`src/rtl/fcd_pkg.sv`:
```
package fcd_pkg;

  typedef enum logic [1:0] {
    RD_ARRAY  = 2'd0,
    RD_IDENT  = 2'd1,
    RD_STATUS = 2'd2
  } rdMode_e;

  typedef enum logic [1:0] {
    PEND_NONE  = 2'd0,
    PEND_ERASE = 2'd1,
    PEND_WRITE = 2'd2,
    PEND_LOCK  = 2'd3
  } pend_e;

  typedef struct packed {
    logic goArray;
    logic goIdent;
    logic goStatus;
    logic latchSetup;
    logic latchOp;
    logic clrErr;
    logic cmdErr;
  } ctrlStb_t;

  localparam logic [7:0] CMD_ARRAY   = 8'hFF;
  localparam logic [7:0] CMD_IDENT   = 8'h90;
  localparam logic [7:0] CMD_STATUS  = 8'h70;
  localparam logic [7:0] CMD_CLEAR   = 8'h50;
  localparam logic [7:0] CMD_PAUSE   = 8'hB0;
  localparam logic [7:0] CMD_GO      = 8'hD0;
  localparam logic [7:0] CMD_ERASE   = 8'h20;
  localparam logic [7:0] CMD_WRITE_A = 8'h40;
  localparam logic [7:0] CMD_WRITE_B = 8'h10;
  localparam logic [7:0] CMD_LOCK    = 8'h60;
  localparam logic [7:0] SUB_LOCKSET = 8'h01;
  localparam logic [7:0] SUB_PERM    = 8'hF1;

  // sticky error positions inside the status word, index 0..3
  localparam int ERR_BITS = 4;

endpackage

```
`src/rtl/fcd_ctrl.sv`:
```
module fcd_ctrl
  import fcd_pkg::*;
(
  input  logic       clk,
  input  logic       rstN,
  input  logic       wrEn,
  input  logic [7:0] cmdByte,
  input  logic       sameBlock,
  input  logic       seqBusy,
  input  logic       seqSuspended,
  output ctrlStb_t   stb,
  output logic       startErase,
  output logic       startWrite,
  output logic       startLockSet,
  output logic       startPermLock,
  output logic       startLockClear,
  output logic       suspendReq,
  output logic       resumeReq
);

  pend_e pendQ, pendNext;
  logic  nErase, nWrite, nLockSet, nPerm, nLockClr, nSusp, nResume;

  always_comb begin
    stb      = '0;
    pendNext = pendQ;
    nErase   = 1'b0;
    nWrite   = 1'b0;
    nLockSet = 1'b0;
    nPerm    = 1'b0;
    nLockClr = 1'b0;
    nSusp    = 1'b0;
    nResume  = 1'b0;
    if (wrEn) begin
      case (pendQ)
        PEND_ERASE: begin
          pendNext     = PEND_NONE;
          stb.goStatus = 1'b1;
          if (cmdByte == CMD_GO && sameBlock) begin
            stb.latchOp = 1'b1;
            nErase      = 1'b1;
          end else begin
            stb.cmdErr = 1'b1;
          end
        end
        PEND_WRITE: begin
          pendNext     = PEND_NONE;
          stb.goStatus = 1'b1;
          stb.latchOp  = 1'b1;
          nWrite       = 1'b1;
        end
        PEND_LOCK: begin
          pendNext     = PEND_NONE;
          stb.goStatus = 1'b1;
          case (cmdByte)
            SUB_LOCKSET: begin stb.latchOp = 1'b1; nLockSet = 1'b1; end
            SUB_PERM:    begin stb.latchOp = 1'b1; nPerm    = 1'b1; end
            CMD_GO:      begin stb.latchOp = 1'b1; nLockClr = 1'b1; end
            default:     stb.cmdErr = 1'b1;
          endcase
        end
        default: begin
          case (cmdByte)
            CMD_ARRAY:  stb.goArray  = !(seqBusy && !seqSuspended);
            CMD_IDENT:  stb.goIdent  = 1'b1;
            CMD_STATUS: stb.goStatus = 1'b1;
            CMD_CLEAR:  stb.clrErr   = !seqSuspended;
            CMD_PAUSE:  begin nSusp   = 1'b1; stb.goStatus = 1'b1; end
            CMD_GO:     begin nResume = 1'b1; stb.goStatus = 1'b1; end
            CMD_ERASE: begin
              pendNext       = PEND_ERASE;
              stb.latchSetup = 1'b1;
              stb.goStatus   = 1'b1;
            end
            CMD_WRITE_A, CMD_WRITE_B: begin
              pendNext     = PEND_WRITE;
              stb.goStatus = 1'b1;
            end
            CMD_LOCK: begin
              pendNext     = PEND_LOCK;
              stb.goStatus = 1'b1;
            end
            default: ;
          endcase
        end
      endcase
    end
  end

  always_ff @(posedge clk or negedge rstN) begin
    if (!rstN) begin
      pendQ          <= PEND_NONE;
      startErase     <= 1'b0;
      startWrite     <= 1'b0;
      startLockSet   <= 1'b0;
      startPermLock  <= 1'b0;
      startLockClear <= 1'b0;
      suspendReq     <= 1'b0;
      resumeReq      <= 1'b0;
    end else begin
      pendQ          <= pendNext;
      startErase     <= nErase;
      startWrite     <= nWrite;
      startLockSet   <= nLockSet;
      startPermLock  <= nPerm;
      startLockClear <= nLockClr;
      suspendReq     <= nSusp;
      resumeReq      <= nResume;
    end
  end

endmodule

```
`src/rtl/fcd_datapath.sv`:
```
module fcd_datapath
  import fcd_pkg::*;
#(
  parameter int AW       = 20,
  parameter int DW       = 16,
  parameter int BLK_BITS = 15
) (
  input  logic                clk,
  input  logic                rstN,
  input  ctrlStb_t            stb,
  input  logic [AW-1:0]       wrAddr,
  input  logic [DW-1:0]       wrData,
  input  logic                rdEn,
  input  logic                seqBusy,
  input  logic                seqEraseSusp,
  input  logic                seqWriteSusp,
  input  logic [ERR_BITS-1:0] seqErr,
  output logic                sameBlock,
  output logic [1:0]          readSel,
  output logic [AW-1:0]       opAddr,
  output logic [DW-1:0]       opData,
  output logic [7:0]          statusOut
);

  localparam int TAG_W = AW - BLK_BITS;
  localparam logic [ERR_BITS-1:0] CMD_ERR_MASK = 4'b1100;

  rdMode_e             modeQ;
  logic [TAG_W-1:0]    setupTag;
  logic [ERR_BITS-1:0] errQ, errNext;
  logic                rdPrev;
  logic                ready;
  logic [7:0]          liveStatus;

  assign sameBlock = (wrAddr[AW-1:BLK_BITS] == setupTag);
  assign readSel   = modeQ;
  assign ready     = !seqBusy || seqEraseSusp || seqWriteSusp;

  always_comb begin
    errNext = stb.clrErr ? '0 : errQ;
    errNext = errNext | seqErr | (stb.cmdErr ? CMD_ERR_MASK : '0);
  end

  assign liveStatus = {ready, seqEraseSusp, errQ[3], errQ[2], errQ[1],
                       seqWriteSusp, errQ[0], 1'b0};

  always_ff @(posedge clk or negedge rstN) begin
    if (!rstN) begin
      modeQ     <= RD_ARRAY;
      setupTag  <= '0;
      errQ      <= '0;
      rdPrev    <= 1'b0;
      opAddr    <= '0;
      opData    <= '0;
      statusOut <= '0;
    end else begin
      if (stb.goArray)      modeQ <= RD_ARRAY;
      else if (stb.goIdent) modeQ <= RD_IDENT;
      else if (stb.goStatus) modeQ <= RD_STATUS;
      if (stb.latchSetup) setupTag <= wrAddr[AW-1:BLK_BITS];
      if (stb.latchOp) begin
        opAddr <= wrAddr;
        opData <= wrData;
      end
      errQ   <= errNext;
      rdPrev <= rdEn;
      if (rdEn && !rdPrev) statusOut <= liveStatus;
    end
  end

endmodule

```
`src/rtl/flash_cmd_decoder.sv`:
```
module flash_cmd_decoder
  import fcd_pkg::*;
#(
  parameter int AW       = 20,
  parameter int DW       = 16,
  parameter int BLK_BITS = 15
) (
  input  logic          clk,
  input  logic          rstN,
  input  logic          wrEn,
  input  logic [AW-1:0] wrAddr,
  input  logic [DW-1:0] wrData,
  input  logic          rdEn,
  input  logic          seqBusy,
  input  logic          seqEraseSusp,
  input  logic          seqWriteSusp,
  input  logic [3:0]    seqErr,
  output logic [1:0]    readSel,
  output logic          startErase,
  output logic          startWrite,
  output logic          startLockSet,
  output logic          startPermLock,
  output logic          startLockClear,
  output logic          suspendReq,
  output logic          resumeReq,
  output logic [AW-1:0] opAddr,
  output logic [DW-1:0] opData,
  output logic [7:0]    statusOut
);

  ctrlStb_t stb;
  logic     sameBlock;

  fcd_ctrl u_ctrl (
    .clk            (clk),
    .rstN           (rstN),
    .wrEn           (wrEn),
    .cmdByte        (wrData[7:0]),
    .sameBlock      (sameBlock),
    .seqBusy        (seqBusy),
    .seqSuspended   (seqEraseSusp | seqWriteSusp),
    .stb            (stb),
    .startErase     (startErase),
    .startWrite     (startWrite),
    .startLockSet   (startLockSet),
    .startPermLock  (startPermLock),
    .startLockClear (startLockClear),
    .suspendReq     (suspendReq),
    .resumeReq      (resumeReq)
  );

  fcd_datapath #(.AW(AW), .DW(DW), .BLK_BITS(BLK_BITS)) u_dp (
    .clk          (clk),
    .rstN         (rstN),
    .stb          (stb),
    .wrAddr       (wrAddr),
    .wrData       (wrData),
    .rdEn         (rdEn),
    .seqBusy      (seqBusy),
    .seqEraseSusp (seqEraseSusp),
    .seqWriteSusp (seqWriteSusp),
    .seqErr       (seqErr),
    .sameBlock    (sameBlock),
    .readSel      (readSel),
    .opAddr       (opAddr),
    .opData       (opData),
    .statusOut    (statusOut)
  );

endmodule

```
`config.mk`:
```
export PLATFORM = sky130hd
export DESIGN_NAME = flash_cmd_decoder
export DESIGN_NICKNAME = d
export VERILOG_FILES = /design/src/rtl/fcd_pkg.sv /design/src/rtl/fcd_ctrl.sv /design/src/rtl/fcd_datapath.sv /design/src/rtl/flash_cmd_decoder.sv
export SDC_FILE = /design/constraint.sdc
export NUM_CORES = 1
export LEC_CHECK = 0
export ABC_AREA = 1
export BUFFER_PORTS_ARGS = -buffer_cell sky130_fd_sc_hd__buf_2
export CORE_AREA = 8 8 85 87
export DETAILED_ROUTE_END_ITERATION = 8
export DIE_AREA = 0 0 93 95
export HOLD_SLACK_MARGIN = 0.05
export PLACE_DENSITY = 0.76
export SETUP_SLACK_MARGIN = 0.3
export SLEW_MARGIN = 5
export SYNTH_ARGS = -nofsm -noshare
export SYNTH_HDL_FRONTEND = slang
export SYNTH_HIERARCHICAL = 1
export SYNTH_SLANG_ARGS = --single-unit
export TNS_END_PERCENT = 50
```
`constraint.sdc`:
```
create_clock -name clk -period 4.6 [get_ports clk]
set_input_delay 0.23 -clock clk [delete_from_list [all_inputs] [get_ports clk]]
set_output_delay 0.23 -clock clk [all_outputs]
set_load 0.1 [all_outputs]
```
* Word-level counts from Yosys, hierarchy flattened
Index checks and enable logic that the tools add are counted.
** Storage, ports and cells
- Register bits after elaboration :: 64
- Output and inout port bits :: 53
- Word-level logic and storage cells :: 91
** Operators by class
- Eq/ne operators :: 16
- Muxes and demuxes :: 41
- Bitwise operators :: 3
- Reduce and logical (&&, ||, !) cells :: 16
** Operators by type and width (number)
- equality test 8 bit (second input constant) :: 5
- equality test 8 x 7 -> 1 bit (second input constant) :: 4
- two-way mux 1 bit :: 30
- two-way mux 2 bit :: 5
- equality test 8 x 1 -> 1 bit (second input constant) :: 1
- equality test 8 x 5 -> 1 bit (second input constant) :: 1
- equality test 8 x 6 -> 1 bit (second input constant) :: 1
- two-way mux 4 bit :: 2
- bitwise OR 4 bit :: 2
- two-way mux 7 bit :: 1
- OR reduction 7 bit :: 1
- one-hot mux 2 bit (3 select lines) :: 1
- OR reduction 3 bit :: 2
- equality test 5 bit :: 1
- equality test 2 bit (second input constant) :: 2
- zero test 1 bit :: 4
- nonzero test 4 bit :: 1
- logical AND 1 bit :: 3
- one-hot mux 1 bit (3 select lines) :: 1
- nonzero test 3 bit :: 1
- equality test 2 x 1 -> 1 bit (second input constant) :: 1
- logical OR 1 bit :: 2
- one-hot mux 1 bit (2 select lines) :: 1
- AND reduction 2 bit :: 1
- other kinds (2) :: 2

* Longest topological paths before layout
Gate-level depths: netlist of the first run.
- Depth after elaboration :: 10
- Gate-level depth with buffers :: 13
- Depth with buffers taken out :: 11

* Hierarchy
The synthesis of the first run kept the hierarchy.
** By module, submodules not included
- fcd_datapath :: times used 1, cells an instance 158, area each 2173.3 µm²
- fcd_ctrl :: times used 1, cells an instance 98, area each 649.4 µm²
- flash_cmd_decoder :: times used 1, cells an instance 3, area each 11.3 µm²

* Worst setup path after synthesis of the first run
Ideal clock, no wire load.
- Path kind :: flip-flop to flip-flop
- From :: register u_dp.setupTag[2]
- To :: register u_dp.opAddr[0]
- Setup time :: 0.126 ns
- Arrival time :: 1.588 ns
- Setup slack :: 2.886 ns
- Cell stages (with the launch flop) :: 11
- Buffers on the path :: 2
- Period minus slack after synthesis :: 1.714 ns
- Path through :: dfrtp_1 xnor2_1 nand3_1 nor2_1 nand3_1 nand2_1 inv_1 nor2_2 buf_6 buf_6 mux2_4
** RTL lines
- start, declared :: line fcd_datapath.sv:29 : logic [TAG_W-1:0] setupTag;
- start signal, assigned :: line fcd_datapath.sv:60 : if (stb.latchSetup) setupTag <= wrAddr[AW-1:BLK_BITS];
- end signal, assigned :: line fcd_datapath.sv:62 : opAddr <= wrAddr;
- end, declared :: line fcd_datapath.sv:20 : output logic [AW-1:0] opAddr,

==> impl_metrics.tcl, run 1 <==
set metrics [dict create \
    grt_max_degree 39 \
    dp_cells 425 \
    synth_fa_ha_area_share_pct 0 \
    rows 28 \
    drtAntennaViolNets 0 \
    synthTopCellsByArea "dfrtp_1 57%, mux2_4 8.5%, mux2_2 8.3%, nand2_1 5.0%, inv_1 3.4%" \
    finalCritPeriodShare_pct 54.58 \
    synth_compound_area_share_pct 3.841 \
    drc 0 \
    clock-sinks 64 \
    muxShareOfSynthArea_pct 16.82 \
    final_common_cell "buf_2" \
    seq_area_sq_mm 0.001602 \
    port-buffer-count 98 \
    status "completed" \
    synth.distinct_cells 26 \
    arrival_ns 2.72 \
    ioPinCount 100 \
    synth_xor_area_share_pct 0.9272 \
    root_buffer "clkbuf_8" \
    slew_headroom_pct 19.38 \
    post_cts_buffers 0 \
    routed_via_density 4.878 \
    min_period_ns 2.511 \
    clock_path_buffers 2 \
    wire_per_inst_um 14.55 \
    yosys_warnings 6 \
    fin_nets 410 \
    ys_ff_latch 64 \
    synthCells 259 \
    grt_pass1_vias 2223 \
    drt-total-wl_mm 6.429 \
    synth-async-reset-ratio_pct 100.0 \
    synth.top_cell.area_share_pct 56.51 \
    endpoint_kind "register" \
    slew_viol_final 0 \
    postSynthAreaPerCell_sq_um 10.94 \
    multi_input_area_sq_mm 0.001057 \
    synthesis.area_sq_mm 0.002834 \
    power.density_mw_per_mm2 711.2 \
    first_iter_violations 50 \
    synth-edff-count 0 \
    clk_pin_slew_ns 0.06 \
    hold_class "in -> reg" \
    cp.required_ns 4.81 \
    dp_hpwl_mm 4.998 \
    start_util_pct 48.73 \
    synth_seq_area_share_pct 56.51 \
    synthSimpleGateAreaFrac_pct 15.41 \
    power.static_leakage_nw 1.956 \
    drive_gt1_share_pct 45.23 \
    diodes 0 \
    clock_latency_ns 0.33 \
    final_cells 442 \
    max_freq_mhz 398.3 \
    fp.dieW_um 93 \
    cts_max_level 3 \
    yosysTopAreaCell "dfrtp_1" \
    path_max_fanout 38 \
    ir_worst_vdd_v 0.0003826 \
    coreArea_sq_mm 0.005816 \
    overflow 0 \
    tns_ns 0 \
    worst_slew_pin_slew_ns 1.206 \
    n_fill_cell 507 \
    fin_skew_ns 0.006883 \
    cts_tree "built" \
    grt_pass1_wl_mm 10.47 \
    dieArea_sq_mm 0.008835 \
    rsz0062_at_grt "false" \
    place.gp.congestion 0.8362 \
    antenna_found_initial 0 \
    drv_cap 0 \
    numCtsBuffers 9 \
    postSynthNetCount 306 \
    finalHoldViolCount 0 \
    r2r_setup_slack_ns 2.09 \
    die_h_um 95 \
    worstSetupPathType "reg -> reg" \
    grt_util_all_layers_pct 15.14 \
    finalSetupViolations 0 \
    syn_to_final_growth_pct 27.15 \
    dr.pass1.iters 4 \
    ys.flop_type "dfrtp_1" \
    final_cell_mix "98 x buf_2, 64 x dfrtp_1, 38 x nand2_1, 26 x inv_1, 25 x nor2_1" \
    synth_top_family_by_area "multiplexers" \
    vias 2156 \
    crit_path_start_kind "register" \
]
-- through the flow --
| step | worst slack [ns] | hold slack, ns | cell area (sq um) | total power [W] | util (%) |
|---|---|---|---|---|---|
| floorplan | 2.886 | -0.06559 | 2834 | 0.001845 | - |
| global placement | 2.123 | 0.3039 | 3363 | 0.002040 | 57.83 |
| detailed placement | 2.034 | 0.3188 | 3363 | 0.002055 | 57.83 |
| CTS | 2.048 | 0.08413 | 3603 | 0.002588 | 61.96 |
| global route | 1.858 | 0.09130 | 3603 | 0.002662 | 61.96 |
| finish | 2.089 | 0.1010 | 3603 | 0.002563 | 61.96 |
-- worst max-delay path, cell delays in order, from the launching register on --
cell	delay (ns)
dfrtp_1	0.39
xnor2_1	0.19
nand2_1	0.07
nor2_1	0.17
nand3_1	0.10
nand2_1	0.06
inv_1	0.06
nor2_4	0.92
mux2_2	0.43
-- cell usage after synthesis, types with 2 or more instances --
library cell,number
mux2_2,21
nand3_2,2
nor4_1,4
nor2_2,6
mux2_4,16
xnor2_1,3
o21bai_1,2
a21oi_1,9
nand2_1,38
buf_2,2
inv_2,4
o21ai_0,8
nand2_2,2
nand4_1,2
dfrtp_1,64
nor3_1,4
nand3_1,11
nor2_1,25
buf_6,4
inv_1,26
-- what timing repair did --
| item | CTS | global route |
|---|---|---|
| resized for setup | 0 | 0 |
| endpoints found under the hold margin | 32 | 0 |
| hold buffers | 2 | 0 |
| endpoints found under the setup margin | 0 | 0 |
-- kinds of logic (layout without fill, tap and decap cells) --
family	Yosys count	after routing
DFF	64	64
and+or+nand+nor	96	96
xor gates and xnor gates	3	3
other	1	1
buffers and inverters	38	146
AOI/OAI and AO/OA	20	20
muxes	37	37
-- where the power goes --
part,total (W),switching (W),internal [W]
Sequential,0.000757,0.0000679,0.000689
Clock,0.000522,0.000191,0.000331
Combinational,0.00128,0.00105,0.000230
-- per-layer routing --
layer / GRT usage, % / part of all wire (%) / vias up
met5: 0 / 0 / -
met3: 7.381 / 10 / 4
li1: - / - / 1043
met2: 25.27 / 48 / 92
met1: 16.78 / 42 / 1017
met4: 4.430 / 0.45 / 0
-- sequential cells by signal (all words and copies together), names as in the netlist, 2 cells and up --
| register | cells |
|---|---|
| u_dp/opAddr | 20 |
| u_dp/opData | 16 |
| u_dp/statusOut | 7 |
| u_dp/setupTag | 5 |
| u_dp/errQ | 4 |
| u_ctrl/pendQ | 2 |
| u_dp/readSel | 2 |
-- final cells by class --
type	instances	share of cell area (%)
Sequential cell	64	44.44
Multi-Input combinational cell	157	29.34
Timing Repair Buffer	101	14.37
Clock buffer	12	4.306
Inverter	30	3.125
Tap cell	75	2.604
Clock inverter	3	1.806
-- final timing paths --
path | cells after the start | to | from
max | 8 | u_dp/opAddr[14]$_DFFE_PN0P_ | u_dp/setupTag[0]$_DFFE_PN0P_
min | 2 | u_dp/errQ[0]$_DFF_PN0_ | seqErr[0]
max reg2reg | 8 | u_dp/opAddr[14]$_DFFE_PN0P_ | u_dp/setupTag[0]$_DFFE_PN0P_
min reg2reg | 2 | u_dp/statusOut[6]$_DFFE_PN0P_ | u_dp/statusOut[6]$_DFFE_PN0P_
max in group asynchronous | 3 | u_dp/readSel[1]$_DFFE_PN0P_ | rstN
min in group asynchronous | 2 | u_dp/opData[8]$_DFFE_PN0P_ | rstN
No activity file was read; power rests on OpenSTA's default activity.
==> run 2, diff against run 1 <==
--- a/config.mk
+++ b/config.mk
@@ -5,13 +5,13 @@
 export SDC_FILE = /design/constraint.sdc
 export NUM_CORES = 1
 export LEC_CHECK = 0
-export ABC_AREA = 1
+export ABC_AREA = 0
 export BUFFER_PORTS_ARGS = -buffer_cell sky130_fd_sc_hd__buf_2
-export CORE_AREA = 8 8 85 87
+export CORE_AREA = 8 8 86 88
 export DETAILED_ROUTE_END_ITERATION = 8
-export DIE_AREA = 0 0 93 95
+export DIE_AREA = 0 0 94 96
 export HOLD_SLACK_MARGIN = 0.05
-export PLACE_DENSITY = 0.76
+export PLACE_DENSITY = 0.74
 export SETUP_SLACK_MARGIN = 0.3
 export SLEW_MARGIN = 5
 export SYNTH_ARGS = -nofsm -noshare
==> constraint.sdc (replaced) <==
create_clock -name clk -period 2.63 [get_ports clk]
set_input_delay 0.1315 -clock clk [delete_from_list [all_inputs] [get_ports clk]]
set_output_delay 0.1315 -clock clk [all_outputs]
set_load 0.1 [all_outputs]
==> run 2 against run 1 <==
- register-to-register slack lost 1.6 ns
- power shrank 9.4%
- synthesized cell count down 23%
- maximum frequency rose by 15%
- critical path depth stayed put
- largest power group is now registers
==> impl_metrics.tcl, run 2 <==
set metrics [dict create \
    synthCells 200 \
    finalSetupViolations 0 \
    postSynthAreaPerCell_sq_um 14.18 \
    power_switching_w 0.0007424 \
    final_common_cell "buf_2" \
    rows 29 \
    worst_slew_pin_slew_ns 0.5967 \
    die_h_um 96 \
    drive_gt1_share_pct 50.15 \
    numCtsBuffers 9 \
    finalHoldViolCount 0 \
    dieArea_sq_mm 0.009024 \
    fin_nets 381 \
    synthesis.area_sq_mm 0.002835 \
    final_util_pct 63.65 \
    drc 0 \
    tns_ns 0 \
    p_int_w 0.001580 \
    syn_to_final_growth_pct 36.85 \
    clockPowerShare_pct 35.4 \
    ys_ff_latch 64 \
    status "completed" \
    coreArea_sq_mm 0.006096 \
    drt-total-wl_mm 6.885 \
    synth-async-reset-ratio_pct 100.0 \
    cts_tree "built" \
    power_frac_seq_pct 44.8 \
    max_freq_mhz 456.7 \
    power.static_leakage_nw 1.987 \
    crit_path_start "u_dp/setupTag[4]$_DFFE_PN0P_" \
    arrival_ns 2.41 \
    synth-edff-count 0 \
    hold_class "in -> reg" \
    finalCritPeriodShare_pct 83.26 \
    final_cell_mix "98 x buf_2, 64 x dfrtp_1, 30 x dlygate4sd3_1, 30 x mux2_4, 15 x mux2_2" \
    synth_seq_area_share_pct 56.49 \
    largest_reg_flops 20 \
    top_regs "u_dp/opAddr (20), u_dp/opData (16), u_dp/statusOut (7)" \
    drv_cap 0 \
    overflow 0 \
    regMostFlops "u_dp/opAddr" \
    grt_pass1_vias 2219 \
    ioPinCount 100 \
    crit_path_start_kind "register" \
    first_iter_violations 121 \
    min_period_ns 2.190 \
    n_fill_cell 478 \
    synth_most_common_cell "dfrtp_1" \
    yosys-top-cells-count "64 x dfrtp_1, 30 x mux2_4, 15 x mux2_2" \
    post_cts_buffers 0 \
    power.density_mw_per_mm2 598.4 \
    rsz0062_at_grt "true" \
    root_buffer "clkbuf_8" \
    slew_viol_final 0 \
    slew_headroom_pct 59.66 \
    antenna_found_initial 0 \
    synth.distinct_cells 42 \
    vias 2084 \
    yosys_warnings 6 \
    fin_skew_ns 0.006665 \
    hp-start "wrAddr[16]" \
    r2r_start "u_dp/setupTag[4]$_DFFE_PN0P_" \
    cp.required_ns 2.85 \
    ir_worst_vdd_v 0.0002970 \
    clock_latency_ns 0.34 \
    drtAntennaViolNets 0 \
    worstSetupPathType "reg -> reg" \
    grt_max_degree 45 \
    place.gp.congestion 0.8446 \
    clock_path_buffers 2 \
    share_comb_of_total_power_pct 19.8 \
    clock-sinks 64 \
    routed_via_density 4.998 \
    synth.top_cell.area_share_pct 56.49 \
    postSynthNetCount 247 \
    endpoint_kind "register" \
    yosysTopAreaCell "dfrtp_1" \
    grt_util_all_layers_pct 14.88 \
    ys.flop_type "dfrtp_1" \
    grt_pass1_wl_mm 10.45 \
    switching_share_pct 31.97 \
    clk_pin_slew_ns 0.08 \
    port-buffer-count 98 \
    synthTopCellsByArea "dfrtp_1 56%, mux2_4 16%, mux2_2 6.0%, buf_12 2.1%, buf_6 1.6%" \
    cts_max_level 3 \
    dr.pass1.iters 4 \
    start_util_pct 46.51 \
    fp.dieW_um 94 \
    wire_per_inst_um 16.51 \
    path_max_fanout 18 \
    dp_hpwl_mm 4.606 \
]
==> run 2: changes by cell type after synthesis, sizes merged, moves of 2 or more <==
| cell | previous run | this run |
|---|---|---|
| nand4 | 2 | 4 |
| nand3 | 13 | 2 |
| o21ai | 9 | 7 |
| nand2 | 40 | 7 |
| inv | 30 | 10 |
| nor3b | 0 | 3 |
| nand2b | 0 | 2 |
| a21oi | 9 | 3 |
| xor2 | 0 | 2 |
| mux2 | 37 | 45 |
| nor2 | 32 | 8 |
| a21o | 0 | 3 |
==> run 2: per-stage QoR <==
stage	std cells	hold WS [ns]	instance area, sq um	power [W]	setup WS (ns)
global route	416	0.05954	3877	0.002422	0.2965
finish	417	0.06660	3880	0.002322	0.4403
CTS	415	0.05300	3852	0.002350	0.3783
global placement	369	0.09891	3356	0.001478	0.4642
floorplan	200	-0.1641	2835	0.001375	0.6519
detailed placement	369	0.1114	3356	0.001485	0.3915
==> run 2: path summary, 6_finish.rpt <==
| kind | endpoint | slack [ns] | cells after the start |
|---|---|---|---|
| max in group asynchronous | u_dp/opData[3]$_DFFE_PN0P_ | 1.44 | 3 |
| min reg2reg | u_dp/statusOut[7]$_DFFE_PN0P_ | 0.49 | 2 |
| max reg2reg | u_dp/opAddr[8]$_DFFE_PN0P_ | 0.44 | 8 |
| max | u_dp/opAddr[8]$_DFFE_PN0P_ | 0.44 | 8 |
| min in group asynchronous | u_dp/statusOut[3]$_DFFE_PN0P_ | 0.27 | 2 |
| min | u_dp/opAddr[16]$_DFFE_PN0P_ | 0.07 | 2 |
==> run 2: metal layers <==
| layer | share of wire, % | routed length (um) | track usage [%] | up-vias |
|---|---|---|---|---|
| li1 | - | - | - | 967 |
| met1 | 41 | 2810 | 16.84 | 1025 |
| met2 | 48 | 3318 | 24.10 | 78 |
| met3 | 8.9 | 611 | 5.460 | 14 |
| met4 | 2.1 | 145 | 8.190 | 0 |
| met5 | 0 | 0 | 0 | - |
==> run 2: what timing repair did <==
action / 4_1_cts / 5_1_grt
hold buffers: 30 / 0
resized for setup: 0 / 3
hold endpoints to repair: 49 / 0
endpoints found under the setup margin: 0 / 34
==> run 2: area by class of cell <==
class	instances	area, sq um	area share [%]
Clock inverter	7	72.57	1.870
Clock buffer	9	123.9	3.193
Sequential cell	64	1602	41.28
Antenna cell	1	2.502	0.06450
Multi-Input combinational cell	116	1092	28.15
Timing Repair Buffer	133	853.3	21.99
Tap cell	77	96.34	2.483
Inverter	10	37.54	0.9674
==> run 2: cells by family after synthesis <==
kind of cell | count (synthesis) | share of synthesized area [%]
flops | 64 | 56.49
mux | 45 | 21.84
simple gates | 41 | 8.473
compound gates | 23 | 5.649
buf+inv | 20 | 5.561
xor+xnor | 6 | 1.853
other cells | 1 | 0.1323
==> run 2: power by group through the flow <==
stage          logic (W)  clock network [W]  registers (W)
2_1_floorplan  0.0000841                  0        0.00129
3_3_place_gp    0.000421                  0        0.00106
3_5_place_dp    0.000427                  0        0.00106
4_1_cts         0.000461           0.000849        0.00104
5_1_grt         0.000482           0.000895        0.00104
6_report        0.000461           0.000822        0.00104
==> run 2: critical path: stages (launching register included) <==
cell and delay (ns):
dfrtp_1 0.39, xnor2_1 0.17, nand3_1 0.11, nor3_2 0.23, a21o_1 0.15, nand2_1 0.08
a221oi_4 0.30, clkbuf_16 0.28, mux2_2 0.35
==> run 3, diff against run 2 <==
--- a/config.mk
+++ b/config.mk
@@ -7,11 +7,11 @@
 export LEC_CHECK = 0
 export ABC_AREA = 0
 export BUFFER_PORTS_ARGS = -buffer_cell sky130_fd_sc_hd__buf_2
-export CORE_AREA = 8 8 86 88
+export CORE_AREA = 8 8 89 91
 export DETAILED_ROUTE_END_ITERATION = 8
-export DIE_AREA = 0 0 94 96
+export DIE_AREA = 0 0 97 99
 export HOLD_SLACK_MARGIN = 0.05
-export PLACE_DENSITY = 0.74
+export PLACE_DENSITY = 0.72
 export SETUP_SLACK_MARGIN = 0.3
 export SLEW_MARGIN = 5
 export SYNTH_ARGS = -nofsm -noshare
==> constraint.sdc (replaced) <==
create_clock -name clk -period 1.94 [get_ports clk]
set_input_delay 0.097 -clock clk [delete_from_list [all_inputs] [get_ports clk]]
set_output_delay 0.097 -clock clk [all_outputs]
set_load 0.1 [all_outputs]
==> run 3 against run 2 <==
- the run now ends with negative setup slack left
- routed wire length rose by 7.3%
- clock power up 39%
- sequential power rose by 36%
- global-route usage up 0.79 points
- sequential cell count did not move
- critical endpoint is now u_dp/opData[5]$_DFFE_PN0P_
- power up 38%
==> impl_metrics.tcl, run 3 (synthesis results as in run 2) <==
set metrics [dict create \
    numCtsBuffers 9 \
    final_util_pct 63.79 \
    rows 30 \
    setup_ws_ns -0.07389 \
    hold_path_depth 2 \
    dp_cells 384 \
    worstSetupPathType "reg -> reg" \
    power_switching_w 0.0009776 \
    dr.pass1.iters 4 \
    wire_per_inst_um 16.67 \
    power.static_leakage_nw 2.130 \
    rsz0062_at_grt "true" \
    power_frac_seq_pct 43.8 \
    hold_path_end "u_dp/setupTag[0]$_DFFE_PN0P_" \
    hp-start "wrAddr[15]" \
    timing.rr.end "u_dp/opData[5]$_DFFE_PN0P_" \
    power.density_mw_per_mm2 767.1 \
    clk_pin_slew_ns 0.06 \
    r2r_setup_slack_ns -0.07 \
    cts_tree "built" \
    hold_class "in -> reg" \
    drive_gt1_share_pct 52.07 \
    finalHoldViolCount 0 \
    p_int_w 0.002237 \
    total_power_w 0.003214 \
    first_iter_violations 85 \
    drtAntennaViolNets 0 \
    grt_pass1_wl_mm 11.93 \
    arrival_ns 2.23 \
    endpoint_kind "register" \
    drc 0 \
    start_util_pct 43.16 \
    clock_latency_ns 0.34 \
    coreArea_sq_mm 0.006569 \
    final_common_cell "buf_2" \
    min_period_ns 2.014 \
    max_freq_mhz 496.6 \
    ioPinCount 100 \
    worst_slew_pin_slew_ns 0.5956 \
    vias 2184 \
    path_max_fanout 11 \
    fp.dieW_um 97 \
    dieArea_sq_mm 0.009603 \
    drv_cap 0 \
    status "finished with violations" \
    port-buffer-count 98 \
    cp.required_ns 2.16 \
    crit_path_start_kind "register" \
    fin_skew_ns 0.008172 \
    r2r_start "u_dp/setupTag[2]$_DFFE_PN0P_" \
    final_cell_mix "98 x buf_2, 64 x dfrtp_1, 38 x dlygate4sd3_1, 36 x mux2_4, 15 x buf_4" \
    largest_reg_flops 20 \
    regMostFlops "u_dp/opAddr" \
    clock-sinks 64 \
    ir_worst_vdd_v 0.0004485 \
    slew_headroom_pct 60.29 \
    crit_path_start "u_dp/setupTag[2]$_DFFE_PN0P_" \
    fin_nets 405 \
    final_cells 443 \
    die_h_um 99 \
    clock_path_buffers 2 \
    tns_ns -2.110 \
    switching_share_pct 30.41 \
    grt_max_degree 40 \
    finalCritPeriodShare_pct 103.8 \
    seq_area_sq_mm 0.001602 \
    syn_to_final_growth_pct 47.79 \
    grt_util_all_layers_pct 15.67 \
    slew_viol_final 0 \
    diodes 0 \
    root_buffer "clkbuf_8" \
    n_fill_cell 515 \
    drt-total-wl_mm 7.386 \
    top_regs "u_dp/opAddr (20), u_dp/opData (16), u_dp/statusOut (7)" \
    share_comb_of_total_power_pct 20.6 \
    multi_input_area_sq_mm 0.001142 \
    grt_pass1_vias 2401 \
    cts_max_level 3 \
    hold_slack_ns 0.04946 \
    violations "negative setup slack" \
    dp_hpwl_mm 4.918 \
    finalSetupViolations 36 \
    antenna_found_initial 0 \
    clockPowerShare_pct 35.6 \
    overflow 0 \
    place.gp.congestion 0.8242 \
    routed_via_density 4.930 \
    reg2reg_depth 9 \
]
[run 3: cell types whose count changed in the layout (fill, tap and decap cells not counted), moves of 2 or more]
cell,change
mux2_4,+6
buf_4,+12
clkinv_4,-2
buf_16,+2
clkbuf_8,+2
dlygate4sd3_1,+8
buf_12,+3
clkbuf_1,+2
mux2_2,-6
clkinvlp_4,-2
[run 3: final cells by class]
class | instances | share of cell area, %
flip-flops and latches | 64 | 38.22
multi-input cells | 116 | 27.26
repair buffers | 157 | 26.49
clock buffers | 13 | 3.792
well taps | 80 | 2.389
clock inverters | 3 | 0.9555
inverters | 10 | 0.8958
[run 3: routing by layer]
layer	global-route usage (%)	wire length [um]	up-vias
met5	0	0	-
met4	7.811	149	0
met3	5.598	529	15
met2	25.62	3676	82
met1	17.74	3030	1071
li1	-	-	1016
[run 3: what timing repair did]
action	in CTS	in global routing
hold endpoints to repair	67	3
setup buffers	3	0
hold buffers	36	2
gates resized for setup	16	4
setup endpoints to repair	45	47
pin swaps	8	6
cloned	2	0
[run 3: how the worst max path moves through the flow]
stage | to
after floorplan | u_dp/opAddr[0]$_DFFE_PN0P_
after global placement | u_dp/opAddr[8]$_DFFE_PN0P_
after detailed placement | u_dp/opAddr[11]$_DFFE_PN0P_
after CTS | u_dp/opAddr[15]$_DFFE_PN0P_
after global routing | u_dp/opData[5]$_DFFE_PN0P_
final | u_dp/opData[5]$_DFFE_PN0P_
[run 3: critical path, stage by stage, from the launching register on]
cell and delay (ns):
dfrtp_1 0.39, xnor2_1 0.15, nand3_1 0.11, nor3_2 0.17, a21o_1 0.15, nand2_2 0.07
a221oi_4 0.21, buf_6 0.18, buf_12 0.15, mux2_4 0.30
[run 3: power by group through the flow]
stage | Sequential, W | Clock (W) | Combinational [W]
floorplan | 0.00175 | 0 | 0.000116
detailed placement | 0.00143 | 0 | 0.000597
global placement | 0.00143 | 0 | 0.000589
global route | 0.00141 | 0.00125 | 0.000691
CTS | 0.00141 | 0.00119 | 0.000659
finish | 0.00141 | 0.00114 | 0.000661
[run 3: through the flow]
stage | cell area (sq um) | setup WS, ns
finish | 4190 | -0.07389
global placement | 3467 | -0.1107
CTS | 4161 | -0.1333
floorplan | 2844 | 0.04039
detailed placement | 3467 | -0.1469
global route | 4190 | -0.1579
